--- src/rtl/trapret_pkg.sv ---
package trapret_pkg;

    localparam int STAT_W = 9;

    typedef enum logic [1:0] {
        PRIV_USER  = 2'b00,
        PRIV_SUPER = 2'b01,
        PRIV_MACH  = 2'b11
    } priv_e;

    typedef enum logic {
        RET_SUPER = 1'b0,
        RET_MACH  = 1'b1
    } ret_kind_e;

    typedef struct packed {
        logic       spv;
        logic       mpv;
        logic [1:0] mpp;
        logic       mpie;
        logic       mie;
        logic       spp;
        logic       spie;
        logic       sie;
    } stat_t;

    typedef struct packed {
        stat_t      st;
        logic [1:0] priv;
        logic       virt;
    } arch_t;

    localparam arch_t ARCH_RESET = '{st: '0, priv: PRIV_MACH, virt: 1'b0};

    function automatic logic [1:0] spp_to_priv(input logic spp);
        return spp ? PRIV_SUPER : PRIV_USER;
    endfunction

    function automatic arch_t mret_next(input arch_t c, input logic hyp);
        arch_t n;
        n         = c;
        n.st.mie  = c.st.mpie;
        n.st.mpie = 1'b1;
        n.st.mpp  = PRIV_USER;
        n.st.mpv  = 1'b0;
        n.priv    = c.st.mpp;
        if (hyp) n.virt = c.st.mpv;
        return n;
    endfunction

    function automatic arch_t sret_next(input arch_t c, input logic hyp);
        arch_t n;
        n         = c;
        n.st.sie  = c.st.spie;
        n.st.spie = 1'b1;
        n.st.spp  = 1'b0;
        n.priv    = spp_to_priv(c.st.spp);
        if (hyp && !c.virt) begin
            n.st.spv = 1'b0;
            n.virt   = c.st.spv;
        end
        return n;
    endfunction

endpackage

--- src/rtl/trapret_next.sv ---
module trapret_next
    import trapret_pkg::*;
#(
    parameter bit HYP_PRESENT = 1'b1
) (
    input  arch_t     cur,
    input  ret_kind_e kind,
    output arch_t     nxt,
    output logic      swap
);
    arch_t m_nxt, s_nxt;

    generate
        if (HYP_PRESENT) begin : g_hyp
            assign m_nxt = mret_next(cur, 1'b1);
            assign s_nxt = sret_next(cur, 1'b1);
        end else begin : g_nohyp
            assign m_nxt = mret_next(cur, 1'b0);
            assign s_nxt = sret_next(cur, 1'b0);
        end
    endgenerate

    always_comb begin
        case (kind)
            RET_MACH: nxt = m_nxt;
            default:  nxt = s_nxt;
        endcase
        swap = (nxt.virt != cur.virt);
    end
endmodule

--- src/rtl/trapret_epc.sv ---
module trapret_epc
    import trapret_pkg::*;
#(
    parameter int XLEN = 64
) (
    input  logic            clk,
    input  logic            rst,
    input  logic            cfg_we,
    input  logic [XLEN-1:0] cfg_mepc,
    input  logic [XLEN-1:0] cfg_sepc,
    input  logic            take,
    input  ret_kind_e       kind,
    output logic [XLEN-1:0] pc_o,
    output logic            pc_valid_o
);
    logic [XLEN-1:0] mepc_q, sepc_q;

    always_ff @(posedge clk) begin
        if (rst) begin
            mepc_q     <= '0;
            sepc_q     <= '0;
            pc_o       <= '0;
            pc_valid_o <= 1'b0;
        end else begin
            pc_valid_o <= 1'b0;
            if (cfg_we) begin
                mepc_q <= cfg_mepc;
                sepc_q <= cfg_sepc;
            end else if (take) begin
                pc_o       <= (kind == RET_MACH) ? mepc_q : sepc_q;
                pc_valid_o <= 1'b1;
            end
        end
    end
endmodule

--- src/rtl/trap_return_unit.sv ---
module trap_return_unit
    import trapret_pkg::*;
#(
    parameter int XLEN        = 64,
    parameter bit HYP_PRESENT = 1'b1
) (
    input  logic              clk,
    input  logic              rst,
    input  logic              cfg_we,
    input  logic [STAT_W-1:0] cfg_status,
    input  logic [1:0]        cfg_priv,
    input  logic              cfg_virt,
    input  logic [XLEN-1:0]   cfg_mepc,
    input  logic [XLEN-1:0]   cfg_sepc,
    input  logic              ret_valid,
    input  logic              ret_is_mret,
    output logic [STAT_W-1:0] status_o,
    output logic [1:0]        priv_o,
    output logic              virt_o,
    output logic              next_pc_valid,
    output logic [XLEN-1:0]   next_pc,
    output logic              bank_swap
);
    arch_t     cur_q, nxt;
    logic      swap_n, swap_q, accept;
    ret_kind_e kind;

    assign kind   = ret_kind_e'(ret_is_mret);
    assign accept = ret_valid & ~cfg_we;

    trapret_next #(.HYP_PRESENT(HYP_PRESENT)) u_next (
        .cur  (cur_q),
        .kind (kind),
        .nxt  (nxt),
        .swap (swap_n)
    );

    trapret_epc #(.XLEN(XLEN)) u_epc (
        .clk        (clk),
        .rst        (rst),
        .cfg_we     (cfg_we),
        .cfg_mepc   (cfg_mepc),
        .cfg_sepc   (cfg_sepc),
        .take       (accept),
        .kind       (kind),
        .pc_o       (next_pc),
        .pc_valid_o (next_pc_valid)
    );

    always_ff @(posedge clk) begin
        if (rst) begin
            cur_q  <= ARCH_RESET;
            swap_q <= 1'b0;
        end else begin
            swap_q <= 1'b0;
            if (cfg_we) begin
                cur_q <= '{st: stat_t'(cfg_status), priv: cfg_priv, virt: cfg_virt};
            end else if (accept) begin
                cur_q  <= nxt;
                swap_q <= swap_n;
            end
        end
    end

    assign status_o  = cur_q.st;
    assign priv_o    = cur_q.priv;
    assign virt_o    = cur_q.virt;
    assign bank_swap = swap_q;


    mret_fields_chk: assert property (@(posedge clk) disable iff (rst)
        accept && ret_is_mret |=> status_o[4] && status_o[6:5] == 2'b00 && !status_o[7]
                                   && status_o[3] == $past(status_o[4]));

    mret_priv_chk: assert property (@(posedge clk) disable iff (rst)
        accept && ret_is_mret |=> priv_o == $past(status_o[6:5]));

    sret_fields_chk: assert property (@(posedge clk) disable iff (rst)
        accept && !ret_is_mret |=> status_o[1] && !status_o[2] && status_o[0] == $past(status_o[1]));

    pc_origin_chk: assert property (@(posedge clk) disable iff (rst)
        next_pc_valid |-> $past(accept));

    pc_pulse_chk: assert property (@(posedge clk) disable iff (rst)
        accept |=> next_pc_valid);

    swap_origin_chk: assert property (@(posedge clk) disable iff (rst)
        bank_swap |-> $past(accept) && virt_o != $past(virt_o));

    hold_chk: assert property (@(posedge clk) disable iff (rst)
        !cfg_we && !ret_valid |=> $stable(status_o) && $stable(priv_o) && $stable(virt_o));

    generate
        if (!HYP_PRESENT) begin : g_nohyp_chk

            nohyp_virt_chk: assert property (@(posedge clk) disable iff (rst)
                accept |=> virt_o == $past(virt_o));
        end
    endgenerate
endmodule

--- config.mk ---
export PLATFORM = sky130hd
export DESIGN_NAME = trap_return_unit
export DESIGN_NICKNAME = d
export VERILOG_FILES = /design/src/rtl/trapret_pkg.sv /design/src/rtl/trapret_next.sv /design/src/rtl/trapret_epc.sv /design/src/rtl/trap_return_unit.sv
export SDC_FILE = /design/constraint.sdc
export NUM_CORES = 1
export LEC_CHECK = 0
export ABC_CLOCK_PERIOD_IN_PS = 1400
export BUFFER_PORTS_ARGS = -buffer_cell sky130_fd_sc_hd__buf_2
export CAP_MARGIN = 15
export CORE_ASPECT_RATIO = 2
export CORE_MARGIN = 1
export CORE_UTILIZATION = 50
export CTS_CLUSTER_DIAMETER = 60
export DETAILED_ROUTE_END_ITERATION = 6
export PLACE_DENSITY_LB_ADDON = 0.15
export SLEW_MARGIN = 20
export SYNTH_ARGS = -nofsm -noshare
export SYNTH_HDL_FRONTEND = slang
export SYNTH_SLANG_ARGS = --single-unit
--- constraint.sdc ---
create_clock -name clk -period 1.4 [get_ports clk]
set_input_delay 0.14 -clock clk [delete_from_list [all_inputs] [get_ports clk]]
set_output_delay 0.14 -clock clk [all_outputs]
set_load 0.02 [all_outputs]
# ---- Word-level counts from Yosys, hierarchy flattened
# Index checks and enable logic that the tools add are counted.
dict set report word_totals {
  output_inout_bits 78
  in_bits 145
  ff_bits 206
}
dict set report classes {
  n_mux 8
  eq_ne 3
  bitwise_logic 3
  n_reduce_logical 8
}
# operator count
set ops {}
lappend ops {{2-to-1 mux 64 bit} 1}
lappend ops {{2-to-1 mux 12 bit} 3}
lappend ops {{AND reduction 2 bit} 3}
lappend ops {{2-to-1 mux 1 bit} 4}
lappend ops {{inequality test 2 bit (second input constant)} 2}
lappend ops {{nonzero test 2 bit} 2}
lappend ops {{AND reduction 3 bit} 1}
lappend ops {{OR reduction 3 bit} 1}
lappend ops {{NOT 1 bit} 2}
lappend ops {{OR reduction 2 bit} 1}
lappend ops {{bitwise AND 1 bit} 1}
lappend ops {{inequality test 1 bit} 1}

# ---- Depth between registers and ports, before layout
# Gate-level depths: netlist (run 1).
dict set report logic_depth {
  ltp_word 4
  ltp_mapped 6
  depth_no_buf 3
}

# ---- By module
# Synthesis (run 1) repeated with hierarchy kept, for this count alone.
dict set report hier_totals {
  cells_unflattened 773
  hier_area_um2 8232.9
}
# module area_per_inst_um2 instances seq_area_each_um2 cells_each
set modules_own_cells {}
lappend modules_own_cells {trapret_epc 7516.0 1 3863.7 699}
lappend modules_own_cells {trap_return_unit 584.3 1 260.2 56}
lappend modules_own_cells {trapret_next 132.6 1 0.0 18}

# ---- Least setup slack after synthesis (run 1)
# Ideal clock, no wire load.
dict set report synth_path {
  path_kind {input to register}
  start {input port ret_valid}
  end {register u_epc.pc_o[43]}
  setup_time_ps 146
  t_arrival_ps 891
  cell_stages 5
  setup_slack_ps 363
  path_cell_list {buf_4 > nor2b_4 > buf_2 > buf_4 > a211oi_2}
}
dict set report synth_between {
  elab_chain_cells 2
}
# item line_no
set synth_lines {}
lappend synth_lines {{start: declaration} trap_return_unit.sv:15} ;# input logic ret_valid,
lappend synth_lines {{bitwise AND 1 bit} trap_return_unit.sv:29} ;# assign accept = ret_valid & ~cfg_we;
lappend synth_lines {{AND reduction 2 bit (no line)} --}
lappend synth_lines {{end signal: assignment} trapret_epc.sv:30} ;# pc_o <= (kind == RET_MACH) ? mepc_q : sepc_q;
lappend synth_lines {{end: declaration} trapret_epc.sv:13} ;# output logic [XLEN-1:0] pc_o,
# No other way between the ends.
# A chain may end at the register's enable or synchronous reset.

==> results of run 1 <==
-- metal layers --
metal	wire, µm	part of all wire, %	GRT usage (%)
met1	8284	39	26.25
met5	0	0	0
met2	11080	52	45.42
met3	962	4.6	4.104
met4	788	3.7	10.40
-- logic make-up after synthesis --
| kind of cell | Yosys count | share of synthesized area [%] |
|---|---|---|
| AO/OA/AOI/OAI | 79 | 10.10 |
| buffers and inverters | 66 | 4.951 |
| flip-flops | 206 | 50.21 |
| multiplexers | 195 | 23.78 |
| AND/OR/NAND/NOR | 223 | 10.97 |
-- final cells by class --
type	count	area (µm²)
fillers	1212	4607
flip-flops and latches	206	4124
multi-input cells	497	3690
repair buffers	386	2888
clock buffers	31	600.6
well taps	204	255.2
inverters	3	11.26
clock inverters	2	10.01
-- path summary, 6_finish.rpt --
path / from / endpoint / slack, ns / cells past startpoint
max: status_o[1] / status_o[1] / 0.03 / 3
min: rst / u_epc.mepc_q[23] / 0.03 / 2
max reg2reg: status_o[1] / status_o[1] / 0.03 / 3
min reg2reg: status_o[6] / priv_o[1] / 0.49 / 2
-- critical path, delay by kind of cell (launching register included) --
family	cells	cell delay, ns
buf+inv	1	0.58
compound gates	1	0.28
simple gates	1	0.09
flops	1	0.37
-- metrics by stage --
step	cell area, µm²	setup WS [ns]	power, µW	hold WS [ns]
6_report	11580	0.03101	13500	0.03190
5_1_grt	11580	0.01262	14070	0.04576
4_1_cts	11570	0.1081	13610	0.02806
3_5_place_dp	9540	0.1699	8262	0.3534
3_3_place_gp	9540	0.2064	8224	0.3472
2_1_floorplan	8214	0.3629	7673	0.2625
-- cell usage in the layout (no fill, tap or decap), types with 3 or more instances in the layout --
master / synthesis / layout
nor2_1: 196 / 196
nand2_1: 7 / 7
buf_2: 16 / 219
a211oi_2: 50 / 50
nor3_1: 5 / 5
nor2b_1: 5 / 5
clkbuf_16: 0 / 19
inv_1: 3 / 3
mux2i_1: 194 / 194
buf_4: 19 / 9
dfxtp_1: 206 / 206
a211oi_1: 16 / 16
dlygate4sd3_1: 0 / 142
a21oi_1: 6 / 6
clkbuf_8: 0 / 8
nand3b_1: 4 / 4
buf_12: 0 / 14
clkbuf_1: 17 / 4
-- power by group --
part / switching [µW] / internal [µW]
clock network: 2100 / 2920
logic: 1030 / 1030
registers: 197 / 6220
-- repair_timing --
action                                  in CTS  in global routing
gates resized for setup                      0                  1
endpoints found under the setup margin       0                  1
hold buffers                               142                  0
hold endpoints to repair                   140                  0
-- sequential cells by signal, indices dropped and copies added, names as in the netlist --
name,flops
virt_o,1
u_epc.pc_o,64
priv_o,2
u_epc.sepc_q,64
u_epc.mepc_q,64
bank_swap,1
u_epc.pc_valid_o,1
status_o,9
==> results.sh, run 1 <==
export IMPL_outcome="finished clean"
export IMPL_synthCells=769
export IMPL_yosysMostFrequentCell="dfxtp_1"
export IMPL_num_io_pins=223
export IMPL_dr_first_iter_drc_count=188
export IMPL_path_cells="nor2_1 > a221oi_2 > dlygate4sd3_1"
export IMPL_grt_pass1_wl_um=33040
export IMPL_drc=0
export IMPL_post_cts_buffers=0
export IMPL_synth_seq_cells=206
export IMPL_cts_tree="yes"
export IMPL_globalRouteOverflowTotal=0
export IMPL_fin_setup_tns_ns=0
export IMPL_firstDrtPassIters=4
export IMPL_synth_commonest_cells="206 x dfxtp_1, 196 x nor2_1, 194 x mux2i_1, 50 x a211oi_2, 19 x buf_4"
export IMPL_diodes=0
export IMPL_clock_root_buffer="clkbuf_16"
export IMPL_grt_pass1_vias=6834
export IMPL_finalNetCount=1258
export IMPL_gp_congestion=0.7530
export IMPL_postRouteAntennaNets=0
export IMPL_worst_slew_pin_slew_ns=0.4057
export IMPL_synth_distinct_cells=29
export IMPL_stdcell_count=1329
export IMPL_grt_max_degree=71
export IMPL_synth_nets=914
export IMPL_path_class="flop to flop"
export IMPL_htreeDepth=1
export IMPL_cp_start_kind="flop"
export IMPL_io_buffers=222
export IMPL_ir_drop_mv=1.119
export IMPL_syn_mean_instance_area_um2=10.68
export IMPL_vias=6671
export IMPL_max_slew_margin_rel_pct=72.96
export IMPL_path_clk_slew_ns=0.07
export IMPL_p_leak_uw=0.005386
export IMPL_maxSlewViolCount=0
export IMPL_period_needed_ns=1.369
export IMPL_end_kind="flop"
export IMPL_dpl_cell_count=1154
export IMPL_hold_class="primary input to flop"
export IMPL_antenna_found_initial=0
export IMPL_grtUsageTotal_pct=24.26
export IMPL_synth_top_cell_area_share_pct=50.21
export IMPL_placementRows=66
export IMPL_fin_skew_ns=0.02369
export IMPL_fin_crit_sh_pct=97.78
export IMPL_synth_area_um2=8214
export IMPL_cellPowerDensity_nw_per_um2=1166
export IMPL_crit_slowest_cell="dlygate4sd3_1"
export IMPL_synthFlopType="dfxtp_1"
export IMPL_drive_gt1_share_pct=29.07
export IMPL_start_util_pct=50.75
export IMPL_cts_buffers=19
export IMPL_max_cap_violations=0
export IMPL_critPathMaxStageDelay_ns=0.58
export IMPL_vias_per_cell=5.020
export IMPL_synth_area_leaders="dfxtp_1 50%, mux2i_1 24%, nor2_1 9.0%"
export IMPL_die_area_um2=16980
export IMPL_die_w_um=92.63
export IMPL_yosysWarnings=0
export IMPL_wl_per_cell_um=15.88
export IMPL_hold_viol_final=0
export IMPL_cts_buffer_depth=3
export IMPL_dieHeight_um=183.3
export IMPL_post_dp_hpwl_um=12740
export IMPL_arrival_ns=1.80
export IMPL_cp_required_ns=1.83
export IMPL_yosysTopAreaCell="dfxtp_1"
export IMPL_seq_area_frac_synth_pct=50.21
export IMPL_setup_viol=0
export IMPL_area_growth_pct=40.96
export IMPL_insertion_delay_ns=0.48
export IMPL_synth_edff_count=0
export IMPL_ys_async_sr_fraction_pct=0
export IMPL_drt_total_wl_um=21110
export IMPL_max_freq_mhz=730.5
export IMPL_cp_max_fo=2
export IMPL_grt_setup_unrepaired="false"
export IMPL_fin_util_pct=71.54
export IMPL_core_um2=16190
export IMPL_cts_sinks=206
(Power assumes the default switching activity.)
==> run 2: changes to the inputs <==
- ABC_CLOCK_PERIOD_IN_PS: 1400 -> 1430
- clock period: 1.4 -> 1.43 ns (I/O delays scaled with it)
==> run 2 against run 1 <==
Effect of this change:
- utilization decreased by 0.50 points
- largest cell class unchanged
- hold slack improved by 0.036 ns
- design area decreased by 0.70%
- register-to-register slack improved by 0.42 ns
- die area unchanged
==> results.sh, run 2 (synthesized netlist as in run 1, its figures left out) <==
export IMPL_finalNetCount=1253
export IMPL_holdPathEnd="priv_o[1]"
export IMPL_stdcell_count=1321
export IMPL_cts_buffers=19
export IMPL_fin_setup_tns_ns=0
export IMPL_cts_sinks=206
export IMPL_cp_required_ns=1.29
export IMPL_cts_buffer_depth=3
export IMPL_ctsResizeCount=0
export IMPL_hold_viol_final=0
export IMPL_wl_per_cell_um=15.65
export IMPL_p_sw_uw=3227
export IMPL_antenna_found_initial=0
export IMPL_maxSlewViolCount=0
export IMPL_diodes=0
export IMPL_cts_tree="yes"
export IMPL_path_cells="buf_2"
export IMPL_grtUsageTotal_pct=23.97
export IMPL_setup_viol=0
export IMPL_die_w_um=92.63
export IMPL_outcome="finished clean"
export IMPL_max_slew_margin_rel_pct=65.29
export IMPL_cts_hold_buf=141
export IMPL_final_common_cell="buf_2"
export IMPL_r2r_slack_ns=0.45
export IMPL_firstDrtPassIters=4
export IMPL_grt_pass1_wl_um=32840
export IMPL_n_fill_cell=1203
export IMPL_core_um2=16190
export IMPL_hold_start="ret_is_mret"
export IMPL_p_leak_uw=0.005346
export IMPL_critPathMaxStageDelay_ns=0.43
export IMPL_cp_start_kind="flop"
export IMPL_crit_family="flip-flops"
export IMPL_drc=0
export IMPL_cp_max_fo=5
export IMPL_share_seq_of_total_power_pct=47.8
export IMPL_p_clk_share_pct=37.0
export IMPL_min_path_cells=3
export IMPL_r2r_start="status_o[7]"
export IMPL_swShare_pct=24.59
export IMPL_max_cap_violations=0
export IMPL_io_buffers=222
export IMPL_mostFrequentLayoutCells="219 x buf_2, 206 x dfxtp_1, 196 x nor2_1"
export IMPL_post_dp_hpwl_um=12520
export IMPL_num_io_pins=223
export IMPL_vias=6672
export IMPL_dpl_cell_count=1150
export IMPL_worstRegToRegCells=3
export IMPL_clock_root_buffer="clkbuf_16"
export IMPL_arrival_ns=1.10
export IMPL_globalRouteOverflowTotal=0
export IMPL_grt_pass1_vias=6837
export IMPL_dr_first_iter_drc_count=163
export IMPL_die_area_um2=16980
export IMPL_area_growth_pct=39.97
export IMPL_cp_num_buf_inv=1
export IMPL_end_kind="primary output"
export IMPL_cp_depth=1
export IMPL_path_class="flop to primary output"
export IMPL_gp_congestion=0.7469
export IMPL_drt_total_wl_um=20670
export IMPL_fin_skew_ns=0.004846
export IMPL_p_comb_share_pct=15.2
export IMPL_placementRows=66
export IMPL_fin_crit_sh_pct=87.22
export IMPL_fin_util_pct=71.03
export IMPL_hold_class="primary input to flop"
export IMPL_top_regs="u_epc.mepc_q x64, u_epc.pc_o x64, u_epc.sepc_q x64"
export IMPL_drive_gt1_share_pct=28.74
export IMPL_postRouteAntennaNets=0
export IMPL_dieHeight_um=183.3
export IMPL_grt_max_degree=77
export IMPL_timing_rr_end="bank_swap"
export IMPL_grt_setup_unrepaired="false"
export IMPL_worst_slew_pin_slew_ns=0.5206
export IMPL_post_cts_buffers=0
export IMPL_period_needed_ns=1.247
export IMPL_p_int_uw=9896
export IMPL_max_freq_mhz=801.8
export IMPL_ir_drop_mv=1.084
export IMPL_vias_per_cell=5.051
export IMPL_crit_slowest_cell="dfxtp_1"
export IMPL_p_total_uw=13120
export IMPL_path_clk_slew_ns=0.06
export IMPL_start_util_pct=50.75
export IMPL_htreeDepth=1
export IMPL_insertion_delay_ns=0.47
export IMPL_cellPowerDensity_nw_per_um2=1141
## run 2: cell count changes in the layout (fill, tap and decap cells not counted), moves of 2 or more
cell / delta
clkbuf_8: -4
buf_4: -3
clkbuf_1: -2
clkinv_2: +2
## run 2: final cells by class
| cell class | count | area (µm²) | share of cell area, % |
|---|---|---|---|
| timing repair buffer | 381 | 2835 | 24.66 |
| inverter | 3 | 11.26 | 0.09794 |
| clock inverter | 5 | 50.05 | 0.4353 |
| clock buffer | 25 | 538.0 | 4.679 |
| multi-input combinational | 497 | 3684 | 32.04 |
| sequential | 206 | 4124 | 35.87 |
| tap | 204 | 255.2 | 2.220 |
## run 2: worst max-delay path by stage
stage | from | endpoint | slack, ns
5_1_grt | virt_o | virt_o | 0.14
2_1_floorplan | ret_valid | u_epc.pc_o[43] | 0.39
3_3_place_gp | ret_is_mret | u_epc.pc_o[30] | 0.27
3_5_place_dp | ret_is_mret | u_epc.pc_o[25] | 0.23
4_1_cts | virt_o | virt_o | 0.18
6_report | virt_o | virt_o | 0.18
## run 2: power groups by stage
stage | sequential [µW] | combinational (µW) | clock (µW)
final | 6280 | 1990 | 4850
after global placement | 6400 | 1640 | 0
after detailed placement | 6400 | 1670 | 0
after floorplan | 6530 | 980 | 0
after global routing | 6310 | 2160 | 5240
after CTS | 6270 | 1980 | 5020
## run 2: through the flow
step                      instance area (µm²)  setup WS, ns  hold WS (ns)
after global routing                    11500        0.1353       0.07343
final                                   11500        0.1827       0.06779
after CTS                               11500        0.1799       0.05405
after detailed placement                 9498        0.2340        0.3593
after floorplan                          8214        0.3899        0.2655
after global placement                   9498        0.2681        0.3535
## run 2: routing by layer
layer  wire length (µm)  GRT usage, %  share of wire, %
met1               8213         26.32                40
met2              10600         44.09                51
met3               1104         4.519               5.3
met4                749         10.28               3.6
met5                  0             0                 0
==> run 3: changes to the inputs <==
- CTS_BUF_LIST: not set -> sky130_fd_sc_hd__clkbuf_2 sky130_fd_sc_hd__clkbuf_4 sky130_fd_sc_hd__clkbuf_8
==> run 3 against run 2 <==
Effect of this change:
- die area stayed put
- non-clock buffer count is 18 higher
- count of clock-buffer cells in the layout is 26 higher
- global-route usage is 0.52 points higher
- wire length is 3.2% higher
- fmax is 6.3% lower
- sequential cell count stayed put
- design area is 1.9% higher
- utilization is 1.4 points higher
- worst setup slack worse by 0.084 ns
- sequential power hardly changed
- critical endpoint is now priv_o[1]
- highest routed layer unchanged
==> results.sh, run 3 (synthesized netlist as in run 1, its figures left out) <==
export IMPL_outcome="finished clean"
export IMPL_cp_start_kind="flop"
export IMPL_antenna_found_initial=0
export IMPL_share_seq_of_total_power_pct=47.8
export IMPL_top_regs="u_epc.mepc_q x64, u_epc.pc_o x64, u_epc.sepc_q x64"
export IMPL_final_common_cell="buf_2"
export IMPL_top_usage_layer="met2"
export IMPL_p_int_uw=9788
export IMPL_period_needed_ns=1.331
export IMPL_post_dp_hpwl_um=12520
export IMPL_end_kind="flop"
export IMPL_num_io_pins=223
export IMPL_die_w_um=92.63
export IMPL_fin_setup_tns_ns=0
export IMPL_fin_skew_ns=0.01154
export IMPL_cp_max_fo=2
export IMPL_hold_viol_final=0
export IMPL_dpl_cell_count=1150
export IMPL_finalNetCount=1282
export IMPL_cts_buffer_depth=3
export IMPL_post_cts_buffers=0
export IMPL_grt_pass1_vias=7054
export IMPL_start_util_pct=50.75
export IMPL_gp_congestion=0.7469
export IMPL_fin_crit_sh_pct=93.08
export IMPL_place_area_um2=9498
export IMPL_dr_first_iter_drc_count=181
export IMPL_p_clk_share_pct=36.6
export IMPL_maxSlewViolCount=0
export IMPL_path_clk_slew_ns=0.07
export IMPL_max_cap_violations=0
export IMPL_cts_tree="yes"
export IMPL_p_comb_share_pct=15.5
export IMPL_swShare_pct=25.48
export IMPL_use_met1_pct=26.53
export IMPL_stdcell_count=1363
export IMPL_critPathLaunch="priv_o[1]"
export IMPL_grt_max_degree=77
export IMPL_worst_slew_pin_slew_ns=0.5122
export IMPL_drt_total_wl_um=21340
export IMPL_io_buffers=222
export IMPL_mostFrequentLayoutCells="219 x buf_2, 206 x dfxtp_1, 196 x nor2_1"
export IMPL_path_class="flop to flop"
export IMPL_n_fill_cell=1174
export IMPL_drc=0
export IMPL_placementRows=66
export IMPL_max_freq_mhz=751.3
export IMPL_fin_hold_ws_ns=0.01626
export IMPL_grt_pass1_wl_um=33710
export IMPL_ir_drop_mv=0.9532
export IMPL_multi_input_area_um2=3684
export IMPL_seq_area_um2=4124
export IMPL_firstDrtPassIters=4
export IMPL_htreeDepth=1
export IMPL_cellPowerDensity_nw_per_um2=1121
export IMPL_p_leak_uw=0.005496
export IMPL_dieHeight_um=183.3
export IMPL_arrival_ns=1.76
export IMPL_diodes=0
export IMPL_grt_setup_unrepaired="false"
export IMPL_vias_per_cell=5.018
export IMPL_cts_buffers=30
export IMPL_grtUsageTotal_pct=24.49
export IMPL_core_um2=16190
export IMPL_die_area_um2=16980
export IMPL_cts_sinks=206
export IMPL_hold_class="primary input to flop"
export IMPL_fin_area_um2=11720
export IMPL_vias=6839
export IMPL_area_growth_pct=42.63
export IMPL_hold_start="rst"
export IMPL_r2r_start="priv_o[1]"
export IMPL_drive_gt1_share_pct=29.94
export IMPL_max_slew_margin_rel_pct=65.85
export IMPL_insertion_delay_ns=0.54
export IMPL_grt_util_met2_pct=45.04
export IMPL_p_sw_uw=3347
export IMPL_setup_viol=0
export IMPL_cp_required_ns=1.86
export IMPL_wl_per_cell_um=15.66
export IMPL_use_met3_pct=4.726
export IMPL_globalRouteOverflowTotal=0
export IMPL_clock_root_buffer="clkbuf_8"
export IMPL_postRouteAntennaNets=0
run 3: cell types whose count changed in the layout (fill, tap and decap cells not counted):
cell,delta
clkbuf_16,-19
dlygate4sd3_1,+18
bufinv_16,-1
clkbuf_4,+15
clkinv_4,+1
clkbuf_8,+32
clkbuf_1,-2
clkinv_2,-2
run 3: path summary, 6_finish.rpt:
| kind | endpoint | slack [ns] | cells after the start |
|---|---|---|---|
| worst min register to register | u_epc.sepc_q[51] | 0.49 | 2 |
| worst min-delay path | u_epc.mepc_q[26] | 0.02 | 2 |
| worst max register to register | priv_o[1] | 0.1 | 4 |
| worst max-delay path | priv_o[1] | 0.1 | 4 |
run 3: through the flow:
step           worst slack [ns]  utilization, %  total power (µW)
2_1_floorplan            0.3899               -              7512
3_3_place_gp             0.2681           58.68              8034
3_5_place_dp             0.2340           58.68              8071
4_1_cts                 0.09045           72.39             13250
5_1_grt                 0.02836           72.39             13710
6_report                0.09901           72.39             13140
run 3: critical path, cell delays in order (launching register included):
cell           delay [ns]
dfxtp_1              0.31
nor2b_1              0.13
nor3_1               0.12
a21oi_1              0.09
dlygate4sd3_1        0.57
run 3: what timing repair did:
item	CTS	global route
setup endpoints to repair	0	0
hold endpoints to repair	140	0
gates resized for setup	0	0
hold buffers	159	0
run 3: area by class of cell:
cell class	instances	share of cell area, %
repair buffers	399	25.74
flip-flops and latches	206	35.20
well taps	204	2.179
clock inverters	3	0.1602
clock buffers	51	5.190
inverters	3	0.09611
multi-input cells	497	31.44
run 3: power by group through the flow:
stage	clock network (µW)	registers, µW	logic, µW
2_1_floorplan	0	6530	980
3_3_place_gp	0	6400	1640
3_5_place_dp	0	6400	1670
4_1_cts	4950	6280	2020
5_1_grt	5190	6320	2200
6_report	4810	6280	2040
run 3: metal layers:
metal | up-vias | part of all wire, %
met5 | - | 0
met2 | 215 | 51
met4 | 0 | 3.6
met1 | 3181 | 40
li1 | 3391 | -
met3 | 52 | 5.0
